### src/rtl/addsub4_display.sv
module addsub4_display (
  input  logic [8:0] sw,
  output logic [8:0] led,
  output logic [6:0] seg_lo,
  output logic [6:0] seg_hi
);
  localparam int W = 4;

  logic         sub;
  logic [W-1:0] a, b, bx, sum;
  logic [W:0]   c;
  logic         cout, ovf;

  assign sub  = sw[2*W];
  assign a    = sw[2*W-1:W];
  assign b    = sw[W-1:0];
  assign bx   = b ^ {W{sub}};
  assign c[0] = sub;

  for (genvar i = 0; i < W; i++) begin : g_fa
    assign sum[i]  = a[i] ^ bx[i] ^ c[i];
    assign c[i+1]  = (a[i] & bx[i]) | (c[i] & (a[i] ^ bx[i]));
  end

  assign cout = c[W];
  assign ovf  = c[W] ^ c[W-1];
  assign led  = sw;

  function automatic logic [6:0] hex7(input logic [3:0] v);
    logic [6:0] lit;
    case (v)
      4'h0: lit = 7'h3F;
      4'h1: lit = 7'h06;
      4'h2: lit = 7'h5B;
      4'h3: lit = 7'h4F;
      4'h4: lit = 7'h66;
      4'h5: lit = 7'h6D;
      4'h6: lit = 7'h7D;
      4'h7: lit = 7'h07;
      4'h8: lit = 7'h7F;
      4'h9: lit = 7'h6F;
      4'hA: lit = 7'h77;
      4'hB: lit = 7'h7C;
      4'hC: lit = 7'h39;
      4'hD: lit = 7'h5E;
      4'hE: lit = 7'h79;
      default: lit = 7'h71;
    endcase
    return ~lit;
  endfunction

  assign seg_lo = hex7(sum);
  assign seg_hi = hex7({cout, ovf, 2'b00});
endmodule

### config.mk
export PLATFORM = sky130hd
export DESIGN_NAME = addsub4_display
export DESIGN_NICKNAME = d
export VERILOG_FILES = /design/src/rtl/addsub4_display.sv
export SDC_FILE = /design/constraint.sdc
export NUM_CORES = 1
export LEC_CHECK = 0
export BUFFER_PORTS_ARGS = -buffer_cell sky130_fd_sc_hd__buf_2
export CORE_MARGIN = 1.5
export CORE_UTILIZATION = 25
export DETAILED_ROUTE_END_ITERATION = 8
export SETUP_SLACK_MARGIN = 0.15
export SYNTH_ARGS = -nofsm -noshare
export SYNTH_HDL_FRONTEND = slang
export SYNTH_SLANG_ARGS = --single-unit
### constraint.sdc
create_clock -name vclk -period 5.21
set_clock_uncertainty 0.1 [all_clocks]
set_input_delay 1.042 -clock vclk [all_inputs]
set_output_delay 1.042 -clock vclk [all_outputs]
set_load 0.005 [all_outputs]
# Word-level counts from Yosys, hierarchy flattened
# Memories as Yosys holds them, arrays and structs flattened.
# Cells that the tools add are included.
[word_totals]
word_cells = 30
rom_bits = 112
regBits = 0
n_memories = 1
[classes]
eq_ne = 3
n_mux = 1
n_reduce_logical = 1
n_bitwise = 24
[memory_table]
columns = ["name", "depth", "width", "rd", "rd_clocked_by_memory_dff", "wr", "line_no", "source"]
rows = [
  ["(name not given)", 16, 7, 1, 0, 0, "31", "case (v)"],
]
[op_table]
columns = ["operator", "count"]
rows = [
  ["$pmux W7 S4", 1],
  ["$not A7 Y7", 2],
  ["$xor A1 B1 Y1", 9],
  ["$and A1 B1 Y1", 8],
  ["$eq A2 B2 Y1 const B", 2],
  ["$or A1 B1 Y1", 4],
  ["$xor A4 B4 Y4", 1],
  ["$eq A2 B1 Y1 const B", 1],
  ["$logic_not A2 Y1", 1],
]

# Depth between registers and ports, before layout
[depth]
ltp_word = 14
depth_mapped = 7

# Least setup slack after synthesis
# Ideal clock, no wire load.
[synth_path]
path_type = "input-to-output"
start = "input port sw[0]"
end = "output port seg_lo[5]"
cell_stages = 7
arrival_ps = 3326
t_required_ps = 4068
path_buffers = 1
slack_ps = 742
cell_sequence = "mux2_2 -> fa_1 -> fa_1 -> fa_1 -> buf_6 -> mux2_4 -> a21o_1"
[synth_via]
elab_chain_len = 11
elab_cells_between_ends = 15
cone_classes = "14 x bitwise; 1 x memory"
[synth_rtl]
columns = ["item", "line_no", "source"]
rows = [
  ["start: declaration", "2", "input logic [8:0] sw,"],
  ["$xor A4 B4 Y4 (*)", "17", "assign bx = b ^ {W{sub}};"],
  ["$xor A1 B1 Y1", "21, 22", ""],
  ["$and A1 B1 Y1", "22", "assign c[i+1] = (a[i] & bx[i]) | (c[i] & (a[i] ^ bx[i]));"],
  ["$or A1 B1 Y1", "22", ""],
  ["$and A1 B1 Y1", "22", ""],
  ["$or A1 B1 Y1", "22", ""],
  ["$and A1 B1 Y1", "22", ""],
  ["$or A1 B1 Y1", "22", ""],
  ["$xor A1 B1 Y1", "21", "assign sum[i] = a[i] ^ bx[i] ^ c[i];"],
  ["$mem_v2 Z16 W7 (*)", "-", ""],
  ["$not A7 Y7 (*)", "49", "return ~lit;"],
  ["end: declaration", "4", "output logic [6:0] seg_lo,"],
]
# Every way passes the cells marked *; elsewhere a longest branch is shown, timed or not.

# Worst setup path after layout
[layout_path]
start = "input port sw[0]"
end = "output port seg_lo[6]"
# Same word-level chain as after synthesis.

==> results by group <==
Critical path
  • CP max stage delay: about 800 ps
  • Type of the worst setup path: in2out
  • Worst-path fanout max: 11
  • CP delay by family, top: adder cells
  • WP data required: 4070 ps
  • CP Buf/Inv Count: 2
  • Most frequent CP cell: fa_1
  • Crit path capture type: output pin
  • Worst setup SP type: primary input
  • Critical-path top delay cell: fa_1
  • CP cell instances: buf_2 > mux2_2 > fa_1 > fa_1 > fa_1 > mux2_2 > a22o_1 > buf_2
  • CP Data Arrival Time: approximately 3800 ps

Yosys
  • Post-synthesis xor/xnor area fraction: ~7%
  • Mapped Area: 489 sq um
  • Seq/Total Area, Yosys: 0%
  • Syn. warnings: 0
  • Synth Area in Compound Gates: 8.70%
  • Syn_area_per_cell: about 9.2 sq um
  • Simple logic cell fraction of the synthesized area: 8.44%
  • Top cells by area in the synthesized netlist: buf_4 20%, ha_1 15%, fa_1 12%
  • Synth area leader: buf_4
  • Distinct cell type count after synthesis: 18
  • Syn Nets: between 70 and 80
  • Main combinational cell family by area after synthesis: adder cells
  • Yosys top cell area share: 19.9%
  • Post-Syn Instances: 53
  • Adder-cell share of the synthesized area: between 20% and 30%
  • Post-synthesis mux area share: roughly a fifth

Global routing
  • Vias in the first global route: between 200 and 300
  • GR Overflow Total: 0
  • GR Util All Layers: 6.84%
  • Largest net degree at the start of global routing: 12
  • First-pass GRT wire length: roughly 1200 um
  • Initial antenna violation count: 0

Placement
  • DP HPWL: a little over 700 um
  • RePlAce Congestion: approximately 0.77
  • IO Port Bufs: 31

Clock network
  • Post CTS Setup Buffer Count: 0
  • Hold_buf cts: 0
  • Number of gates resized after CTS: 0

Pwr
  • Peak supply drop: 0.0871 mV
  • Power per cell area: 236 mW/mm^2
  • Leakage power: 0.321 nW
  • Total power: 0.131 mW

Route
  • Via density: approximately 4.1
  • Drt pass-1 iters: 3
  • Violation count after the first detailed-route iteration: 3
  • Total Routed Length: 784 um
  • # DRC: 0
  • Vias: around 380
  • Wirelength per Cell: 8.34 um
  • ANT nets after route: 0

Die
  • Row count: 15
  • Placeable core area: 0.00178 sq mm
  • Boundary Pins: 32
  • Die height: 47.2 um
  • Die Width: approximately 47 um
  • Die ar.: 0.00223 sq mm
  • Starting Density: 27.4%

Flow run
  • Max-cap violations: 0

Layout
  • Clkbuf count: 0
  • Synth-to-Final Area Change: 13.6%
  • Layout filler cell count: around 200
  • Seq_cells: 0
  • Post-layout util: between 30% and 40%
  • Reg area: 0 sq um
  • Layout net count: between 80 and 90
  • Layout cells sized above 1: slightly above 50%
  • Ant diodes: 0

Timing
  • Final period utilization: a little over nine tenths
  • RSZ-0062 raised after global routing: false
  • Setup_tns: 0 ps
  • Slew Viols, Final: 0
  • Highest Clock Rate: between 200 and 250 MHz
  • Final setup vio count: 0
  • Min Tclk post-route: about 4900 ps
  • Endpoints failing hold: 0

Worst hold path
  • WHS Endpoint: led[3]
  • Hold Path Cell Cnt: 2
  • Hold WC Path Type: in2out
  • Min-Delay Startpoint: sw[3]

Status
  • Status: completed
==> per-layer routing <==
layer  part of all wire [%]  vias up  routed length [um]  track usage (%)
met5                      0        -                   0                0
met4                      0        0                   0                0
met3                    8.2        0                  64                0
met2                     45       21                 352             11.9
met1                     47      166                 366             10.1
li1                       -      194                   -                -
==> Yosys cell counts (all sizes together) <==
| cell | count |
|---|---|
| ha | 6 |
| xor2 | 3 |
| nor2b | 3 |
| conb | 1 |
| inv | 3 |
| nor3 | 1 |
| fa | 3 |
| xnor2 | 1 |
| mux2 | 3 |
| mux4 | 1 |
| a22o | 4 |
| nor2 | 3 |
| a21o | 1 |
| nand2b | 1 |
| buf | 15 |
| mux2i | 4 |
==> through the flow <==
step	hold WS, ps	instances	instance area [sq um]	worst slack, ps
2_1_floorplan	2060	53	489	742
3_3_place_gp	2180	94	556	291
3_5_place_dp	2180	94	556	265
4_1_cts	2180	94	556	261
5_1_grt	2190	94	556	159
6_report	2180	94	556	278
==> kinds of logic after synthesis <==
group | after synthesis
AO/OA/AOI/OAI | 5
XOR/XNOR | 4
adder cells (fa/ha/maj) | 9
buffers and inverters | 18
multiplexers | 8
other | 1
AND/OR/NAND/NOR | 8
==> report_power, final <==
group	internal [mW]	switching (mW)
combinational	0.0695	0.0614
sequential	0	0
clock	0	0
total	0.0695	0.0614
==> worst max path at each step <==
stage	startpoint	to	slack [ps]	cells after the start
floorplan	sw[0]	seg_lo[5]	740	7
global placement	sw[0]	seg_lo[6]	290	8
detailed placement	sw[0]	seg_lo[6]	270	8
CTS	sw[0]	seg_lo[6]	260	8
global route	sw[0]	seg_lo[6]	160	8
finish	sw[0]	seg_lo[6]	280	8
==> layout make-up <==
class	count	area, sq um	share of cell area (%)
multi-input combinational	35	358	64.4
timing repair buffer	31	155	27.9
tap	25	31.3	5.63
inverter	3	11.3	2.03
==> cell usage in the layout, fill, tap and decap left out <==
cell type and count:
buf_2 31, ha_1 6, a22o_1 4, mux2i_1 4, xor2_1 3, inv_1 3
nor2b_1 3, nor2_1 3, fa_1 3, mux2_2 2, xnor2_1 1, mux2_4 1
nor3_1 1, a21o_1 1, nand2b_1 1, mux4_2 1, conb_1 1
Power figures use the tool's default switching activity.
